### config.mk
export PLATFORM = sky130hd
export DESIGN_NAME = mem_access_unit
export DESIGN_NICKNAME = d
export VERILOG_FILES = /design/src/rtl/mau_pkg.sv /design/src/rtl/mau_addr_gen.sv /design/src/rtl/mau_store_lanes.sv /design/src/rtl/mau_load_extract.sv /design/src/rtl/mau_tas_fsm.sv /design/src/rtl/mem_access_unit.sv
export SDC_FILE = /design/constraint.sdc
export NUM_CORES = 1
export LEC_CHECK = 0
export BUFFER_PORTS_ARGS = -buffer_cell sky130_fd_sc_hd__buf_2
export CORE_UTILIZATION = 43
export CTS_CLUSTER_SIZE = 12
export DETAILED_ROUTE_END_ITERATION = 8
export PLACE_DENSITY = 0.71
export SLEW_MARGIN = 20
export SYNTH_ARGS = -nofsm -noshare
export SYNTH_HDL_FRONTEND = slang
export SYNTH_SLANG_ARGS = --single-unit
### constraint.sdc
create_clock -name clk -period 5 [get_ports clk]
set_input_delay 0 -clock clk [delete_from_list [all_inputs] [get_ports clk]]
set_output_delay 0 -clock clk [all_outputs]
set_load 0.01 [all_outputs]
### src/rtl/mau_pkg.sv
`timescale 1ns/1ps
package mau_pkg;

  typedef enum logic [1:0] {
    OP_PCREL = 2'd0,
    OP_LOAD  = 2'd1,
    OP_STORE = 2'd2,
    OP_TAS   = 2'd3
  } mau_op_e;

  localparam logic [2:0] SZ_BYTE = 3'b000;
  localparam logic [2:0] SZ_HALF = 3'b001;

  typedef enum logic [1:0] {
    ACC_BYTE = 2'd0,
    ACC_HALF = 2'd1,
    ACC_WORD = 2'd2
  } acc_w_e;

  typedef enum logic [1:0] {
    TS_IDLE  = 2'd0,
    TS_READ  = 2'd1,
    TS_HOLD  = 2'd2,
    TS_WRITE = 2'd3
  } tas_state_e;

  typedef struct packed {
    logic       valid;
    logic       is_tas;
    acc_w_e     width;
    logic [1:0] lane;
  } rd_tag_t;

endpackage

### src/rtl/mau_addr_gen.sv
`timescale 1ns/1ps
module mau_addr_gen
  import mau_pkg::*;
#(
  parameter int ADDR_W = 32,
  parameter int IMM_W  = 8
) (
  input  mau_op_e           op_i,
  input  logic [2:0]        size_i,
  input  logic [ADDR_W-1:0] ptr_i,
  input  logic [ADDR_W-1:0] pc_i,
  input  logic [IMM_W-1:0]  imm_i,
  output logic [ADDR_W-1:0] addr_o,
  output acc_w_e            width_o
);

  localparam int EXT_W = ADDR_W - IMM_W - 1;

  logic [ADDR_W-1:0] pc_offset;

  // signed immediate counts halfwords
  assign pc_offset = {{EXT_W{imm_i[IMM_W-1]}}, imm_i, 1'b0};

  always_comb begin
    addr_o  = ptr_i;
    width_o = ACC_WORD;
    unique case (op_i)
      OP_PCREL: begin
        addr_o  = pc_i + pc_offset;
        width_o = ACC_WORD;
      end
      OP_TAS: begin
        width_o = ACC_BYTE;
      end
      default: begin
        if (size_i == SZ_BYTE)      width_o = ACC_BYTE;
        else if (size_i == SZ_HALF) width_o = ACC_HALF;
        else                        width_o = ACC_WORD;
      end
    endcase
  end

endmodule

### src/rtl/mau_store_lanes.sv
`timescale 1ns/1ps
module mau_store_lanes
  import mau_pkg::*;
#(
  parameter int DATA_W = 32
) (
  input  acc_w_e                         width_i,
  input  logic [$clog2(DATA_W/8)-1:0]    lane_i,
  input  logic [DATA_W-1:0]              data_i,
  output logic [DATA_W/8-1:0]            be_o,
  output logic [DATA_W-1:0]              data_o
);

  localparam int LANES = DATA_W / 8;
  localparam int OFF_W = $clog2(LANES);

  for (genvar g = 0; g < LANES; g++) begin : g_lane
    localparam logic [OFF_W-1:0] LANE_ID = OFF_W'(g);
    localparam logic [OFF_W-2:0] PAIR_ID = (OFF_W-1)'(g / 2);

    always_comb begin
      unique case (width_i)
        ACC_BYTE: begin
          be_o[g]         = (lane_i == LANE_ID);
          data_o[8*g +: 8] = data_i[7:0];
        end
        ACC_HALF: begin
          be_o[g]         = (lane_i[OFF_W-1:1] == PAIR_ID);
          data_o[8*g +: 8] = data_i[8*(g%2) +: 8];
        end
        default: begin
          be_o[g]         = 1'b1;
          data_o[8*g +: 8] = data_i[8*g +: 8];
        end
      endcase
    end
  end

endmodule

### src/rtl/mau_load_extract.sv
`timescale 1ns/1ps
module mau_load_extract
  import mau_pkg::*;
#(
  parameter int DATA_W = 32
) (
  input  logic [DATA_W-1:0]           rdata_i,
  input  acc_w_e                      width_i,
  input  logic [$clog2(DATA_W/8)-1:0] lane_i,
  output logic [DATA_W-1:0]           data_o
);

  localparam int OFF_W = $clog2(DATA_W / 8);

  logic [OFF_W-1:0]  base_lane;
  logic [DATA_W-1:0] shifted;

  always_comb begin
    unique case (width_i)
      ACC_BYTE: base_lane = lane_i;
      ACC_HALF: base_lane = {lane_i[OFF_W-1:1], 1'b0};
      default:  base_lane = '0;
    endcase
  end

  assign shifted = rdata_i >> {base_lane, 3'b000};

  always_comb begin
    unique case (width_i)
      ACC_BYTE: data_o = {{(DATA_W-8){1'b0}}, shifted[7:0]};
      ACC_HALF: data_o = {{(DATA_W-16){1'b0}}, shifted[15:0]};
      default:  data_o = shifted;
    endcase
  end

endmodule

### src/rtl/mau_tas_fsm.sv
`timescale 1ns/1ps
module mau_tas_fsm
  import mau_pkg::*;
(
  input  logic clk,
  input  logic rst_n,
  input  logic start_i,
  output logic idle_o,
  output logic wb_issue_o
);

  tas_state_e state_q, state_d;

  always_comb begin
    state_d = state_q;
    unique case (state_q)
      TS_IDLE:  if (start_i) state_d = TS_READ;
      TS_READ:  state_d = TS_HOLD;
      TS_HOLD:  state_d = TS_WRITE;
      TS_WRITE: state_d = TS_IDLE;
    endcase
  end

  always_ff @(posedge clk or negedge rst_n) begin
    if (!rst_n) state_q <= TS_IDLE;
    else        state_q <= state_d;
  end

  assign idle_o     = (state_q == TS_IDLE);
  // read data is present during HOLD; the write is launched from it
  assign wb_issue_o = (state_q == TS_HOLD);

endmodule

### src/rtl/mem_access_unit.sv
`timescale 1ns/1ps
module mem_access_unit
  import mau_pkg::*;
#(
  parameter int ADDR_W = 32,
  parameter int DATA_W = 32,
  parameter int IMM_W  = 8
) (
  input  logic                clk,
  input  logic                rst_n,
  input  logic                req_valid,
  input  logic [1:0]          req_op,
  input  logic [2:0]          req_size,
  input  logic [ADDR_W-1:0]   req_ptr,
  input  logic [DATA_W-1:0]   req_wdata,
  input  logic [ADDR_W-1:0]   req_pc,
  input  logic [IMM_W-1:0]    req_imm,
  output logic                ready,
  output logic                rsp_valid,
  output logic [DATA_W-1:0]   rsp_data,
  output logic                flag_upd,
  output logic                flag_val,
  output logic                mem_req,
  output logic                mem_we,
  output logic [ADDR_W-3:0]   mem_addr,
  output logic [DATA_W/8-1:0] mem_be,
  output logic [DATA_W-1:0]   mem_wdata,
  input  logic [DATA_W-1:0]   mem_rdata
);

  localparam int LANES   = DATA_W / 8;
  localparam int OFF_W   = $clog2(LANES);
  localparam int WADDR_W = ADDR_W - OFF_W;

  // reset: asserted asynchronously, released after two edges
  logic [1:0] rst_pipe_q;
  logic       core_rst_n;

  always_ff @(posedge clk or negedge rst_n) begin
    if (!rst_n) rst_pipe_q <= '0;
    else        rst_pipe_q <= {rst_pipe_q[0], 1'b1};
  end
  assign core_rst_n = rst_pipe_q[1];

  // request decode
  mau_op_e           op;
  logic              fsm_idle;
  logic              accept;
  logic              wb_issue;
  logic [ADDR_W-1:0] eff_addr;
  acc_w_e            eff_width;
  logic [OFF_W-1:0]  eff_lane;

  assign op       = mau_op_e'(req_op);
  assign ready    = fsm_idle & core_rst_n;
  assign accept   = req_valid & ready;
  assign eff_lane = eff_addr[OFF_W-1:0];

  mau_addr_gen #(.ADDR_W(ADDR_W), .IMM_W(IMM_W)) u_agen (
    .op_i    (op),
    .size_i  (req_size),
    .ptr_i   (req_ptr),
    .pc_i    (req_pc),
    .imm_i   (req_imm),
    .addr_o  (eff_addr),
    .width_o (eff_width)
  );

  logic [LANES-1:0]  st_be;
  logic [DATA_W-1:0] st_data;

  mau_store_lanes #(.DATA_W(DATA_W)) u_st_lanes (
    .width_i (eff_width),
    .lane_i  (eff_lane),
    .data_i  (req_wdata),
    .be_o    (st_be),
    .data_o  (st_data)
  );

  mau_tas_fsm u_fsm (
    .clk        (clk),
    .rst_n      (core_rst_n),
    .start_i    (accept && (op == OP_TAS)),
    .idle_o     (fsm_idle),
    .wb_issue_o (wb_issue)
  );

  // read tags: issue stage, then aligned with mem_rdata
  rd_tag_t tag_iss_d, tag_iss_q, tag_rd_q;

  always_comb begin
    tag_iss_d        = '0;
    tag_iss_d.valid  = accept && (op != OP_STORE);
    tag_iss_d.is_tas = accept && (op == OP_TAS);
    tag_iss_d.width  = eff_width;
    tag_iss_d.lane   = eff_lane;
  end

  always_ff @(posedge clk or negedge core_rst_n) begin
    if (!core_rst_n) begin
      tag_iss_q <= '0;
      tag_rd_q  <= '0;
    end else begin
      tag_iss_q <= tag_iss_d;
      tag_rd_q  <= tag_iss_q;
    end
  end

  // returned data alignment and test-and-set write-back value
  logic [DATA_W-1:0] ld_value;
  logic [7:0]        tas_set;
  logic [LANES-1:0]  wb_be;
  logic [DATA_W-1:0] wb_data;

  mau_load_extract #(.DATA_W(DATA_W)) u_extract (
    .rdata_i (mem_rdata),
    .width_i (tag_rd_q.width),
    .lane_i  (tag_rd_q.lane),
    .data_o  (ld_value)
  );

  assign tas_set = ld_value[7:0] | 8'h80;

  mau_store_lanes #(.DATA_W(DATA_W)) u_wb_lanes (
    .width_i (ACC_BYTE),
    .lane_i  (tag_rd_q.lane),
    .data_i  ({{(DATA_W-8){1'b0}}, tas_set}),
    .be_o    (wb_be),
    .data_o  (wb_data)
  );

  // memory port: next-state
  logic               req_d, we_d;
  logic               addr_en, lane_en;
  logic [WADDR_W-1:0] addr_d;
  logic [LANES-1:0]   be_d;
  logic [DATA_W-1:0]  wdata_d;

  always_comb begin
    req_d   = accept | wb_issue;
    we_d    = wb_issue | (accept && (op == OP_STORE));
    addr_en = accept;
    addr_d  = eff_addr[ADDR_W-1:OFF_W];
    lane_en = accept | wb_issue;
    if (wb_issue) begin
      be_d    = wb_be;
      wdata_d = wb_data;
    end else if (op == OP_STORE) begin
      be_d    = st_be;
      wdata_d = st_data;
    end else begin
      be_d    = '1;
      wdata_d = st_data;
    end
  end

  // memory port: registers
  always_ff @(posedge clk or negedge core_rst_n) begin
    if (!core_rst_n) begin
      mem_req   <= 1'b0;
      mem_we    <= 1'b0;
      mem_addr  <= '0;
      mem_be    <= '0;
      mem_wdata <= '0;
    end else begin
      mem_req <= req_d;
      mem_we  <= we_d;
      if (addr_en) mem_addr <= addr_d;
      if (lane_en) begin
        mem_be    <= be_d;
        mem_wdata <= wdata_d;
      end
    end
  end

  // response: next-state
  logic              rsp_en, flag_en;
  logic [DATA_W-1:0] rsp_data_d;
  logic              flag_val_d;

  always_comb begin
    rsp_en     = tag_rd_q.valid;
    flag_en    = tag_rd_q.valid & tag_rd_q.is_tas;
    rsp_data_d = ld_value;
    flag_val_d = ~ld_value[7];
  end

  // response: registers
  always_ff @(posedge clk or negedge core_rst_n) begin
    if (!core_rst_n) begin
      rsp_valid <= 1'b0;
      rsp_data  <= '0;
      flag_upd  <= 1'b0;
      flag_val  <= 1'b0;
    end else begin
      rsp_valid <= rsp_en;
      flag_upd  <= flag_en;
      if (rsp_en)  rsp_data <= rsp_data_d;
      if (flag_en) flag_val <= flag_val_d;
    end
  end

endmodule

; ---- Yosys cells after proc, flatten, opt, wreduce, memory -nomap -nowiden
; Index checks and enable logic that the tools add are counted.
[classes]
n_eq_ne = 16
muxes = 18
add_sub_neg = 1
n_shift = 1
bitwise = 7
n_reduce_logical = 11
[ops]
columns = op, count
row1 = 32-bit two-way mux, 2
row2 = 32-bit case mux with 2 select lines, 1
row3 = 32-bit adder, 1
row4 = 32-bit by 5-bit >> shifter with 32-bit output, 1
row5 = "2-bit == test, second input constant", 8
row6 = 8-bit two-way mux, 2
row7 = 8-bit case mux with 2 select lines, 1
row8 = 2-bit zero test, 6
row9 = "2-bit by 1-bit == test with 1-bit output, second input constant", 5
row10 = 4-bit two-way mux, 2
row11 = 1-bit case mux with 2 select lines, 4
row12 = 2-bit case mux with 2 select lines, 2
row13 = 2-bit case mux with 4 select lines, 1
row14 = 2-bit two-way mux, 3
row15 = 1-bit AND, 3
row16 = "3-bit by 1-bit == test with 1-bit output, second input constant", 1
row17 = 1-bit logical AND, 3
row18 = 3-bit zero test, 1
row19 = "2-bit by 1-bit inequality test with 1-bit output, second input constant", 1
row20 = "2-bit inequality test, second input constant", 1
row21 = 1-bit inverter, 2
row22 = 1-bit bitwise OR, 2
row23 = 2-bit OR reduction, 1
[totals]
wordCells = 73
ff_bits = 119
output_inout_bits = 104
in_bits = 144

; ---- Logic depth before layout (Yosys ltp)
[depth]
ltp_word = 8
ltp_mapped = 12
ltp_nobuf = 12

; ---- Cells and area by module
; From an unflattened synthesis, not the netlist that was laid out.
[unflattened]
hier_cells = 930
area_unflattened_um2 = 8506.9
[modules_own_cells]
columns = mod, seq_area_each_um2, instances, cells_per_inst, area_per_inst_um2
row1 = mem_access_unit, 2927.8, 1, 415, 4558.1
row2 = mau_addr_gen, 0.0, 1, 306, 2137.0
row3 = mau_store_lanes, 0.0, 2, 60, 531.8
row4 = mau_load_extract, 0.0, 1, 78, 631.9
row5 = mau_tas_fsm, 50.0, 1, 11, 116.4

; ---- Least setup slack after synthesis
; OpenSTA, ideal clock, no wires.
[synth_path]
path_kind = register to register
from = register rst_pipe_q[1]
to = register mem_addr[28]
setup_time_ps = 79
path_buffers = 3
slack_ps = 653
period_less_slack_ps = 4347
stages_incl_launch_ff = 7
arrival_ps = 4267
required_ps = 4921
path_cell_list = dfrtp_1 > and3_1 > clkbuf_1 > clkbuf_1 > clkbuf_1 > o21ai_0 > a2bb2oi_1
[synth_via]
elab_chain_cells = 2
[synth_lines]
columns = element, line_no
row1 = from (decl), mem_access_unit.sv:36  ; logic [1:0] rst_pipe_q;
row2 = from (signal assigned), mem_access_unit.sv:41  ; else rst_pipe_q <= {rst_pipe_q[0], 1'b1};
row3 = 1-bit AND, mem_access_unit.sv:55  ; assign ready = fsm_idle & core_rst_n;
row4 = 1-bit AND, mem_access_unit.sv:56  ; assign accept = req_valid & ready;
row5 = to (signal assigned), mem_access_unit.sv:168  ; if (addr_en) mem_addr <= addr_d;
row6 = to (decl), mem_access_unit.sv:25  ; output logic [ADDR_W-3:0] mem_addr,
; Every way passes these cells.
; A chain may end at the register's enable or synchronous reset.

; ---- Final worst setup path
[layout_path]
from = input req_op[0]
to = register mem_wdata[31]
[layout_via]
elab_chain_cells = 5
elab_cells_between_ends = 7
cone_classes = eq/ne (2) / mux (3) / reduce/logical (2)
[layout_lines]
columns = element, line_no
row1 = from (decl), mem_access_unit.sv:12  ; input logic [1:0] req_op,
row2 = 2-bit == test or 2-bit zero test (tied branches), mau_addr_gen.sv:27  ; unique case (op_i)
row3 = 2-bit case mux with 2 select lines (*), mau_addr_gen.sv:27
row4 = 2-bit by 1-bit == test with 1-bit output or 2-bit zero test (tied branches), mau_store_lanes.sv:22  ; unique case (width_i)
row5 = 8-bit case mux with 2 select lines (*), mau_store_lanes.sv:22
row6 = 32-bit two-way mux (*), mem_access_unit.sv:145  ; if (wb_issue) begin
row7 = to (signal assigned), mem_access_unit.sv:171  ; mem_wdata <= wdata_d;
row8 = to (decl), mem_access_unit.sv:27  ; output logic [DATA_W-1:0] mem_wdata,
; Mark *: on every way between the ends. The rest lies on a longest branch, timed or not.

==> flow_summary.toml <==
[run_status]
status = "finished, final reports clean"

[synth]
yosysTopAreaCellShare_pct = 42.33
synth_edf_count = 0
synthArstFlopShare_pct = 100.0
ys_ff_latch = 119
ys.warnings.count = 0
yosys.area.top_type = "dfrtp_1"
synth_cell_type_count = 52
synth_cells = 805
syn_avg_cell_area_um2 = 8.740
synthesis.area_um2 = 7035
syn_nets = 986
synth_area_leaders = "dfrtp_1 42%, o21ai_0 7.1%, a21oi_1 6.5%"
yosysSeqAreaShare_pct = 42.33
ys.flop_type = "dfrtp_1"

[worst_setup_path]
crit_fanout = 30
setup.worst_path.class = "input port to flop"
cp.arrival_ns = 3.87
cp_slowest_stage_delay_ns = 0.63
critPathTopFamily = "buffers and inverters"
path_cells = "dlygate4sd3_1 > buf_2 > inv_1 > ha_1 > buf_4 > nor2_1 > a21o_1 > clkinv_1 > a221oi_1 > dlygate4sd3_1 > nor2_1 > a211o_1"
critPathRequiredTime_ns = 5.29
crit_buf_inv = 6
start_kind = "input port"
cp_slowest_cell = "clkinv_1"
worstSetupEndpointType = "flop"

[grt]
grt_first_pass_wirelength_um = 34510
grt_usage_pct = 26.71
overflow = 0
grt_pass1_vias = 6973
grt_use_met1_pct = 32.34
grt_antenna_before_repair = 1
grt-busiest-layer = "met2"
use_met3_pct = 6.109
grt_max_degree = 81
gr-usage-met2_pct = 46.18

[sta]
setup_tns_ns = 0
period_needed_ns = 3.574
finalClockSkew_ns = 0.006466
grt_setup_unrepaired = "false"
worst_slew_pin_slew_ns = 1.032
fmax_mhz = 279.8
post-route-period-util_pct = 71.47
drv_slew = 0
hold_violations = 0
slew-limit-headroom_pct = 30.45
setup_violations = 0

[drt]
routedWlPerCell_um = 16.68
via_per_inst = 5.340
wirelength_um = 22220
drt_first_pass_iters = 5
drt_iter0_markers = 375
drc = 0
vias = 7113
ant_nets = 0

[die]
io_pins = 248
start_util_pct = 44.13
core_um2 = 15940
dieHeight_um = 129.9
dieArea_um2 = 16880
std_cell_rows = 46
die_w_um = 129.9

[cells_and_area]
area_growth_pct = 38.34
drive_gt1_share_pct = 28.07
layout.cells.non_filler = 1332
nets = 1283

[clocking]
clk_pin_slew_ns = 0.06
clock_latency_ns = 0.42
h-tree-depth = 4
cts_made_buffers = 17
cts-root-buf = "clkbuf_16"
clock_path_buffers = 2
clock-sinks = 119
ctsResizeCount = 0
postCtsSetupRepairBufs = 0
tritoncts = "built"

[pwr]
cellLeakagePower_uw = 0.004694
vdd_drop_max_uv = 254.2
cellPowerDensity_nw_per_um2 = 466.4

[placed_design]
dpl.hpwl_um = 15420
port-buffer-count = 247
gp_congestion = 0.8760
dp.cells = 1227

[hold_path]
worstHoldPathType = "input port to flop"

[job]
drv_cap = 0
-- final cells by class --
cell class / instances / area (um^2)
Clock inverter: 11 / 125.1
Timing Repair Buffer: 325 / 2006
Tap cell: 216 / 270.3
Inverter: 42 / 157.7
Sequential cell: 119 / 2982
Fill cell: 1371 / 6210
Antenna cell: 1 / 2.502
Multi-Input combinational cell: 597 / 3730
Clock buffer: 21 / 460.4
-- power breakdown --
part | total [uW] | internal [uW] | switching, uW
Clock | 1200 | 759 | 446
Combinational | 1710 | 728 | 984
Sequential | 1620 | 1380 | 245
Total | 4540 | 2860 | 1680
-- registers in the layout, summed over array words and instances (netlist names) --
name and flops:
rsp_en 1, mem_req 1, flag_upd 1, tag_rd_q 5, u_fsm.state_q 2, mem_be 4, mem_wdata 32, mem_we 1
rsp_data 32, rsp_valid 1, mem_addr 30, tag_iss_q 6, flag_val 1, rst_pipe_q 2
-- routing by layer --
layer  part of all wire (%)  wire [um]
met5                      0          0
met4                    2.5        555
met3                    6.4       1420
met2                     48      10740
met1                     43       9505
-- cells in the final DEF (no fill, tap or decap), types with 4 or more instances in the layout --
cell type	count
dfrtp_1	118
a211o_1	5
a221oi_1	8
clkinv_4	4
mux2_2	17
ha_1	36
nand3_1	23
buf_4	5
nand3b_1	4
nand4_1	6
or3_1	4
inv_1	41
o21ai_0	100
buf_2	247
nand2_1	95
mux2i_1	29
dlygate4sd3_1	72
and2_1	4
o21bai_1	4
clkbuf_16	17
nor4_1	4
a21o_1	6
o22ai_1	9
nor2b_1	5
a21oi_1	91
nor3_1	6
a31oi_1	8
nand2b_1	5
nor2_1	52
xnor2_1	13
and3_1	13
o21a_1	9
xor2_1	10
-- through the flow --
step                      instance area, um^2  setup slack [ns]  power, uW  hold slack (ns)  util, %
final                                    9733             1.426       4540          0.01038    61.05
after global routing                     9731             1.133       4851          0.04651    61.03
after detailed placement                 8417             2.199       3280          -0.2101    52.79
after floorplan                          7036            0.6531       2566          -0.2956        -
after global placement                   8417             2.264       3244          -0.2139    52.79
after CTS                                9723             1.609       4546         0.001051    60.99
-- cell usage after synthesis (2+ instances only) --
cell type,number
ha_1,36
a311oi_1,2
nor4_1,4
a211o_1,5
nor3_1,6
mux2i_1,29
nor2_1,52
o22ai_1,9
o21a_1,9
o21ai_0,100
a2bb2oi_1,2
o21bai_1,4
o21ai_1,3
mux2_2,17
xnor2_1,13
nor2b_1,5
and3_1,14
clkbuf_1,38
and2_1,4
xor2_1,10
nand3b_1,4
o211ai_1,2
nand3_1,23
a211oi_2,3
a31oi_1,8
a21o_1,6
inv_1,41
nand2b_1,5
nand2_1,96
or3_1,4
dfrtp_1,119
a221oi_1,8
buf_1,8
a21oi_1,91
nand4_1,6
nor3b_1,3
-- worst reg2reg max path, stage by stage (launching register included) --
cell and delay (ns):
dfrtp_1 0.77, nand2b_1 0.78, mux2i_1 0.48, a21oi_1 0.19, nand2_1 0.20, o21ai_0 0.12
-- repair_timing --
item                                   CTS  global route
setup endpoints to repair                0             0
endpoints found under the hold margin   69             0
hold buffers                            72             0
-- kinds of logic (layout without fill, tap and decap cells) --
family                   after synthesis  count (layout)  share of synthesized area [%]
AO/OA/AOI/OAI                        261             261                          21.71
other                                  1               2                        0.05330
buffers and inverters                 89             399                          4.766
AND/OR/NAND/NOR                      229             229                          14.74
flip-flops                           119             119                          42.33
multiplexers                          46              46                          6.847
XOR/XNOR                              23              23                          2.863
adder cells (fa/ha/maj)               37              37                          6.687
-- final timing paths --
| check | from | end | slack [ns] | cells after the start |
|---|---|---|---|---|
| max | req_op[0] | mem_wdata[31]$_DFFE_PN0P_ | 1.43 | 12 |
| min | req_wdata[17] | mem_wdata[17]$_DFFE_PN0P_ | 0.01 | 5 |
| max reg2reg | tag_rd_q[3]$_DFF_PN0_ | mem_wdata[18]$_DFFE_PN0P_ | 2.30 | 5 |
| min reg2reg | rst_pipe_q[1]$_DFF_PN0_ | rsp_data[21]$_DFFE_PN0P_ | 0.31 | 0 |
| max in group asynchronous | rst_pipe_q[1]$_DFF_PN0_ | mem_wdata[16]$_DFFE_PN0P_ | 3.59 | 1 |
| min in group asynchronous | rst_pipe_q[1]$_DFF_PN0_ | rsp_data[21]$_DFFE_PN0P_ | 0.31 | 0 |
Note: power is estimated with default switching activity, not from simulation.
